**src/rtl/bus_arb_pkg.sv**
```systemverilog
package bus_arb_pkg;

    typedef enum logic [1:0] {
        AG_IDLE = 2'd0,
        AG_WAIT = 2'd1,
        AG_OWN  = 2'd2
    } agent_state_e;

    typedef struct packed {
        logic want;
        logic done;
        logic bus_taken;
        logic outranked;
    } agent_view_t;

    function automatic logic may_take(input agent_view_t v);
        return v.want && !v.bus_taken && !v.outranked;
    endfunction

endpackage

```
**src/rtl/higher_detect.sv**
```systemverilog
module higher_detect #(
    parameter int NUM_LINES = 16,
    parameter int LEVEL     = 0
) (
    input  logic [NUM_LINES-1:0] lines_i,
    output logic                 outranked_o
);
    logic [NUM_LINES-1:0] above_mask;

    for (genvar g = 0; g < NUM_LINES; g++) begin : g_mask
        if (g > LEVEL) begin : g_above
            assign above_mask[g] = 1'b1;
        end else begin : g_below
            assign above_mask[g] = 1'b0;
        end
    end

    assign outranked_o = |(lines_i & above_mask);
endmodule

```
**src/rtl/agent_fsm.sv**
```systemverilog
module agent_fsm
    import bus_arb_pkg::*;
(
    input  logic          clk,
    input  logic          rst,
    input  agent_view_t   view_i,
    output agent_state_e  state_o
);
    agent_state_e state_q, state_d;

    always_comb begin
        state_d = state_q;
        unique case (state_q)
            AG_IDLE: if (view_i.want) state_d = AG_WAIT;
            AG_WAIT: begin
                if (!view_i.want)          state_d = AG_IDLE;
                else if (may_take(view_i)) state_d = AG_OWN;
            end
            AG_OWN:  if (view_i.done) state_d = AG_IDLE;
            default: state_d = AG_IDLE;
        endcase
    end

    always_ff @(posedge clk) begin
        if (rst) state_q <= AG_IDLE;
        else     state_q <= state_d;
    end

    assign state_o = state_q;
endmodule

```
**src/rtl/line_driver.sv**
```systemverilog
module line_driver
    import bus_arb_pkg::*;
#(
    parameter int NUM_LINES = 16,
    parameter int LEVEL     = 0
) (
    input  agent_state_e         state_i,
    output logic [NUM_LINES-1:0] req_o,
    output logic                 busy_o,
    output logic                 grant_o
);
    for (genvar g = 0; g < NUM_LINES; g++) begin : g_line
        if (g == LEVEL) begin : g_own
            assign req_o[g] = (state_i == AG_WAIT);
        end else begin : g_other
            assign req_o[g] = 1'b0;
        end
    end

    assign busy_o  = (state_i == AG_OWN);
    assign grant_o = (state_i == AG_OWN);
endmodule

```
**src/rtl/prio_bus_agent.sv**
```systemverilog
module prio_bus_agent
    import bus_arb_pkg::*;
#(
    parameter int NUM_LINES = 16,
    parameter int LEVEL     = 0
) (
    input  logic                 clk,
    input  logic                 rst,
    input  logic                 want_i,
    input  logic                 done_i,
    input  logic [NUM_LINES-1:0] req_lines_i,
    input  logic                 busy_i,
    output logic [NUM_LINES-1:0] req_o,
    output logic                 busy_o,
    output logic                 grant_o
);
    logic         outranked;
    agent_view_t  view;
    agent_state_e state;

    higher_detect #(.NUM_LINES(NUM_LINES), .LEVEL(LEVEL)) i_higher (
        .lines_i     (req_lines_i),
        .outranked_o (outranked)
    );

    assign view = '{want: want_i, done: done_i, bus_taken: busy_i, outranked: outranked};

    agent_fsm i_fsm (
        .clk     (clk),
        .rst     (rst),
        .view_i  (view),
        .state_o (state)
    );

    line_driver #(.NUM_LINES(NUM_LINES), .LEVEL(LEVEL)) i_drv (
        .state_i (state),
        .req_o   (req_o),
        .busy_o  (busy_o),
        .grant_o (grant_o)
    );


    raise_own_line_chk: assert property (@(posedge clk) disable iff (rst)
        (!req_o[LEVEL] && !grant_o && want_i) |=> req_o[LEVEL]);


    win_entry_chk: assert property (@(posedge clk) disable iff (rst)
        $rose(grant_o) |-> $past(req_o[LEVEL] && want_i && !busy_i && !outranked));


    outranked_wait_chk: assert property (@(posedge clk) disable iff (rst)
        (req_o[LEVEL] && outranked) |=> !grant_o);


    busy_wait_chk: assert property (@(posedge clk) disable iff (rst)
        (req_o[LEVEL] && busy_i) |=> !grant_o);


    drop_on_win_chk: assert property (@(posedge clk) disable iff (rst)
        $rose(grant_o) |-> (req_o == '0 && busy_o));


    release_chk: assert property (@(posedge clk) disable iff (rst)
        (grant_o && done_i) |=> (!busy_o && !grant_o));


    hold_chk: assert property (@(posedge clk) disable iff (rst)
        (grant_o && !done_i) |=> (grant_o && busy_o));


    withdraw_chk: assert property (@(posedge clk) disable iff (rst)
        (req_o[LEVEL] && !want_i) |=> (req_o == '0 && !grant_o));
endmodule

```
**config.mk**
```make
export PLATFORM = sky130hd
export DESIGN_NAME = prio_bus_agent
export DESIGN_NICKNAME = d
export VERILOG_FILES = /design/src/rtl/bus_arb_pkg.sv /design/src/rtl/higher_detect.sv /design/src/rtl/agent_fsm.sv /design/src/rtl/line_driver.sv /design/src/rtl/prio_bus_agent.sv
export SDC_FILE = /design/constraint.sdc
export NUM_CORES = 1
export LEC_CHECK = 0
export BUFFER_PORTS_ARGS = -buffer_cell sky130_fd_sc_hd__buf_2
export CORE_AREA = 2 2 39 41
export CTS_BUF_LIST = sky130_fd_sc_hd__clkbuf_16
export CTS_CLUSTER_SIZE = 24
export DETAILED_ROUTE_END_ITERATION = 10
export DIE_AREA = 0 0 41 43
export SYNTH_ARGS = -nofsm -noshare
export SYNTH_HDL_FRONTEND = slang
export SYNTH_SLANG_ARGS = --single-unit
export TNS_END_PERCENT = 30
```
**constraint.sdc**
```tcl
create_clock -name clk -period 0.9 [get_ports clk]
set_input_delay 0.18 -clock clk [delete_from_list [all_inputs] [get_ports clk]]
set_output_delay 0.18 -clock clk [all_outputs]
set_load 0.02 [all_outputs]
```
Yosys cells after proc, flatten, opt, wreduce, memory -nomap -nowiden
Cells that the tools add are included.
- equality and inequality tests: 5
- muxes and demuxes: 5
- reductions and logical operators: 7
- operator list (cell ; number):
    $reduce_or 15->1 ; 1
    $mux 2 ; 4
    $pmux 2 s3 ; 1
    $ne 2x2->1 const B ; 2
    $ne 3x2->1 const B ; 1
    $reduce_and 3->1 ; 1
    $eq 2x1->1 const B ; 1
    $eq 2x2->1 const B ; 1
    $logic_and 1x1->1 ; 2
    $logic_not 1->1 ; 2
    $logic_not 2->1 ; 1
- bits in registers: 2
- bits of input ports: 21
- output and inout port bits: 18

Longest topological paths before layout
Gate-level depths: netlist (run 1).
- word-level depth: 6
- mapped depth: 3

Cells and area by module
Synthesis (run 1) repeated with hierarchy kept, for this count alone.
- cell total of the unflattened synthesis: 31
- area total of the unflattened synthesis: 255.2 um^2
- by module, submodules not included (module ; instances ; cells each ; area an instance (um^2)):
    line_driver ; 1 ; 19 ; 138.9
    agent_fsm ; 1 ; 7 ; 86.3
    higher_detect ; 1 ; 5 ; 30.0

Worst setup path after synthesis (run 1)
Ideal clock, no wire load.
- path type: register -> output
- start point: register i_fsm.state_q[1] (netlist: i_fsm.state_o[1])
- end point: output grant_o
- arrival: 0.951 ns
- required time: 0.720 ns
- path slack: -0.231 ns
- stages on the path, launching flop included: 3
- cell sequence: dfxtp_1 nor2b_1 buf_4
- word-level cells in the longest chain between the ends: 1
- ends and longest elaborated chain (element ; RTL line ; RTL):
    start: declaration ; agent_fsm.sv:9 ; agent_state_e state_q, state_d;
    start signal: assignment ; agent_fsm.sv:26 ; else state_q <= state_d;
    $eq 2x2->1 ; n/a ;
    end: declaration ; prio_bus_agent.sv:15 ; output logic grant_o
Every way passes these cells.

Final worst setup path (run 1)
- start point: register i_fsm.state_q[0] (netlist: i_fsm.state_o[0])
- end point: output busy_o
- word-level cells in the longest chain between the ends: 1
- ends and longest elaborated chain (element ; RTL line ; RTL):
    $eq 2x2->1 ; line_driver.sv:20 ; assign busy_o = (state_i == AG_OWN);
    end: declaration ; prio_bus_agent.sv:14 ; output logic busy_o,
Every way passes these cells.

==> flow_summary.toml, run 1 <==
[outcome]
outcome = "finished with violations"
violations = "setup timing"

[critical_path]
worstPathCellList = "buf_6 -> nor2b_4 -> buf_6"
crit_path_end_kind = "output port"
start_kind = "flip-flop"
path_buf_inv = 2
path_common_cell = "buf_6"
path_max_fanout = 3
required_ps = 720
critPathSlowestCell = "dfxtp_2"
max_stage_delay_ps = 310
crit_arrival_ps = 910
crit_family = "flip-flops"
critPathKind = "reg -> out"

[global_routing]
antenna_found_initial = 0
grt_max_degree = 4
grt-ovfl-total = 0
grt_pass1_wl_um = 745
grt_pass1_vias = 207
track_usage_pct = 6.507

[power]
p_clk_share_pct = 74.3
ir_drop_mv = 1.341
powerDensity_nw_per_um2 = 1940
p_switching_uw = 180.0
power.total_uw = 883.7
switching_share_pct = 20.37
power_frac_seq_pct = 10.7
combPwrFrac_pct = 15.1
p_int_uw = 703.7
p_leak_uw = 0.0002282

[drt]
wire_per_inst_um = 7.284
routed_via_density = 3.622
final_antenna_net_count = 0
drtIter0Drc = 0
wl_um = 539
firstDrtPassIters = 1
routed-via-count = 268
drcViolationCount = 0

[sta]
post-route-period-util_pct = 120.9
setup_ws_ps = -188.4
fmax_mhz = 918.8
fin_skew_ps = 1.589
period_minus_slack_ps = 1088
drv_slew = 0
rsz0062_at_grt = "yes"
tns_ps = -809.6
final-hold-violation-count = 0
setup_viol = 5

[logic_synthesis]
netlist_instances = 33
ys_ff_latch = 2
yosysTopAreaCell = "buf_4"
yosys-top-cells-area = "buf_4 (45%), dfxtp_1 (15%), nor4_2 (9.4%)"
synth_top_area_share_pct = 45.07
yosys.area_share.simple_pct = 32.39
syn_area_um2 = 266.5
muxShareOfSynthArea_pct = 0
synth_compound_area_share_pct = 6.103
synth_top_family_by_area = "buffers and inverters"
yosys_warnings = 0
ys_types = 13
synth_xor_area_share_pct = 0
syn_area_per_cell_um2 = 8.076
yosysSeqAreaShare_pct = 15.02
synth-adder-area-share_pct = 0

[floorplan]
start_util_pct = 19.26
die-area_um2 = 1763
num_io_pins = 39
die_w_um = 41
rows = 14
core_um2 = 1384
die_h_um = 43

[finish]
areaGrowthSynthToFinish_pct = 70.89
drive_above_1_share_pct = 55.17
largest_reg_flops = 2
nNetsFinal = 81
n_antenna_cell = 0

[cts]
htree_levels = 1
cts_made_buffers = 3
clock_sinks = 2
clk_latency_ps = 220
clock_path_buffers = 2
clk_pin_slew_ps = 30
ctsRootBufferMaster = "clkbuf_16"
cts_hold_buf = 0
cts_tree = "yes"

[placed_design]
gp_congestion = 0.6909
io_buffers = 22

[run]
maxCapViolCount = 0

[worst_hold_path]
hold_class = "in -> reg"
[through the flow]
stage | hold WS [ps] | instance area [um2] | setup slack (ps) | instances | utilization (%)
5_1_grt | 214.5 | 455.4 | -268.4 | 74 | 32.91
4_1_cts | 207.9 | 455.4 | -203.8 | 74 | 32.91
3_3_place_gp | 422.0 | 340.3 | -226.3 | 70 | 24.59
6_report | 204.7 | 455.4 | -188.4 | 74 | 32.91
2_1_floorplan | 315.5 | 322.8 | -131.7 | 47 | -
3_5_place_dp | 429.1 | 340.3 | -246.6 | 70 | 24.59
[worst register-to-register path: cells and delay by family, from the launching register on]
kind / cells / cell delay, ps
DFF: 1 / 330
and+or+nand+nor: 2 / 320
AOI/OAI and AO/OA: 1 / 320
[worst paths after layout]
kind	startpoint	end	slack, ps	cells after the start
hold reg to reg	i_fsm.state_o[1]	i_fsm.state_o[0]	570	2
setup reg to reg	i_fsm.state_o[0]	i_fsm.state_o[0]	-190	3
hold / removal	req_lines_i[13]	i_fsm.state_o[0]	200	2
setup / recovery	i_fsm.state_o[0]	busy_o	-190	3
[layer usage]
| layer | global-route usage, % | share of wire (%) |
|---|---|---|
| met2 | 8.438 | 40 |
| met4 | 0 | 0 |
| met3 | 6.283 | 22 |
| met5 | 0 | 0 |
| met1 | 8.280 | 38 |
[cells in the mapped netlist]
library cell / instances
nor2_1: 2
conb_1: 1
o41a_1: 1
nand2_1: 2
dfxtp_1: 2
nand4_1: 1
buf_4: 16
nor4b_2: 1
nor3_1: 1
nor4_2: 2
nor2b_1: 2
o21ai_0: 1
nor3b_1: 1
[logic make-up after synthesis]
logic type / count (synthesis)
compound gates: 2
buf+inv: 16
flops: 2
other cells: 1
simple gates: 12
[cells in the final DEF, fill, tap and decap left out, drive strengths merged]
cell / count
buf: 24
conb: 15
clkbuf: 3
nor4: 2
nor2: 2
nand2: 2
nor2b: 2
dfxtp: 2
nor4b: 1
nand4: 1
nor3b: 1
nor3: 1
o21ai: 1
o41a: 1
[cell type report]
class,count,area [um2]
fillers,151,928.4
well taps,16,20.02
clock buffers,3,75.07
repair buffers,24,143.9
multi-input cells,29,175.2
flip-flops and latches,2,41.29
[what timing repair did]
item	4_1_cts	5_1_grt
setup endpoints to repair	4	5
gates resized for setup	9	0
pin swaps	2	0
setup buffers	1	0
[power by group through the flow]
stage	combinational (uW)	sequential [uW]	clock, uW
floorplan	121	94.8	0
global placement	123	94.7	0
detailed placement	125	94.8	0
CTS	133	94.3	665
global route	144	94.3	679
finish	133	94.2	656
(Power assumes the default switching activity.)
==> run 2, diff against run 1 <==
- CELL_PAD_IN_SITES_DETAIL_PLACEMENT: not set -> 0
- CELL_PAD_IN_SITES_GLOBAL_PLACEMENT: not set -> 1
- CORE_AREA: 2 2 39 41 -> not set
- CORE_MARGIN: not set -> 1
- CORE_UTILIZATION: not set -> 14
- DIE_AREA: 0 0 41 43 -> not set
- PLACE_DENSITY_LB_ADDON: not set -> 0.1
==> flow_summary.toml, run 2 (same netlist as run 1, synthesis figures left out) <==
[critical_path]
crit_arrival_ps = 930
required_ps = 720
start_kind = "flip-flop"
path_common_cell = "buf_4"
critPathSlowestCell = "dfxtp_2"
critPathKind = "reg -> out"
path_max_fanout = 3
path_buf_inv = 2
max_stage_delay_ps = 310
ff2ff_setup_slack_ps = -210
crit_family = "flip-flops"
worstPathCellList = "buf_4 -> nor2b_4 -> buf_4"
crit_path_end_kind = "output port"

[global_routing]
met2_usage_pct = 10.86
grt_pass1_wl_um = 890
use_met1_pct = 5.674
track_usage_pct = 7.102
grt_max_degree = 4
busiest_layer = "met2"
grt_use_met3_pct = 3.968
antenna_found_initial = 0
grt-ovfl-total = 0
grt_pass1_vias = 220

[drt]
drcViolationCount = 0
routed-via-count = 264
wire_per_inst_um = 7.280
routed_via_density = 3.220
wl_um = 597
drtIter0Drc = 1
firstDrtPassIters = 4
final_antenna_net_count = 0

[placed_design]
dp_hpwl_um = 538.2
io_buffers = 22
place_area_um2 = 351.6
gp_congestion = 0.6256
dp_cells = 79

[cts]
cts_tree = "yes"
clk_latency_ps = 220
ctsRootBufferMaster = "clkbuf_16"
cts_made_buffers = 3
clock_path_buffers = 2
post_cts_buffers = 0
clk_pin_slew_ps = 30
clock_sinks = 2
cts_hold_buf = 0
htree_levels = 1

[floorplan]
die_h_um = 45.63
die_w_um = 45.63
core_um2 = 1764
die-area_um2 = 2082
rows = 15
start_util_pct = 15.11
num_io_pins = 39

[sta]
hold_ws_ps = 211.9
period_minus_slack_ps = 1113
post-route-period-util_pct = 123.7
drv_slew = 0
setup_viol = 5
rsz0062_at_grt = "yes"
fmax_mhz = 898.2
final-hold-violation-count = 0
setup_ws_ps = -213.4
fin_skew_ps = 2.730

[finish]
final_cells = 82
areaGrowthSynthToFinish_pct = 69.48
final_area_um2 = 451.7
nNetsFinal = 80
n_antenna_cell = 0
mostFrequentLayoutCell = "buf_2"
num-fill-cells = 204
largest_reg_flops = 2
layout_common_cells = "buf_2 (19), conb_1 (15), clkbuf_16 (3), buf_4 (3)"
drive_above_1_share_pct = 54.39

[power]
ir_drop_mv = 0.9296
p_leak_uw = 0.0002229
powerDensity_nw_per_um2 = 1952
power.total_uw = 881.6

[outcome]
violations = "setup timing"
outcome = "finished with violations"

[worst_hold_path]
hold_class = "in -> reg"

[run]
maxCapViolCount = 0
[run 2: changes by cell type in the layout (fill, tap and decap cells not counted), sizes merged]
cell,change
buf,-1
[run 2: final cells by class]
cell class	count	area (um2)	share of cell area (%)
timing repair buffer	23	128.9	28.53
tap	25	31.28	6.925
sequential	2	41.29	9.141
multi-input combinational	29	175.2	38.78
clock buffer	3	75.07	16.62
[run 2: path summary, 6_finish.rpt]
check	start	endpoint	cells past startpoint
max	i_fsm.state_o[0]	busy_o	3
min	req_lines_i[13]	i_fsm.state_o[0]	2
max reg2reg	i_fsm.state_o[0]	i_fsm.state_o[0]	3
min reg2reg	i_fsm.state_o[1]	i_fsm.state_o[0]	2
[run 2: metrics by stage]
stage | utilization, % | worst slack [ps] | TNS (ps)
floorplan | - | -131.7 | -216.2
global placement | 19.93 | -261.6 | -454.3
detailed placement | 19.93 | -297.9 | -479.4
CTS | 25.46 | -231.3 | -930.1
global route | 25.60 | -285.2 | -1100
finish | 25.60 | -213.4 | -829.6
[run 2: what timing repair did]
item / in CTS / in global routing
endpoints found under the setup margin: 5 / 5
pin swaps: 1 / 1
resized for setup: 5 / 1
cloned: 0 / 0
[run 2: report_power, final]
group	internal, uW	total, uW	switching, uW
sequential	92.3	93.7	1.36
combinational	45.5	131	85.7
clock	564	657	92.2
[run 2: metal layers]
layer  share of wire [%]  routed length, um
met5                   0                  0
met2                  51                307
met3                  12                 71
met4                 4.2                 25
met1                  32                193
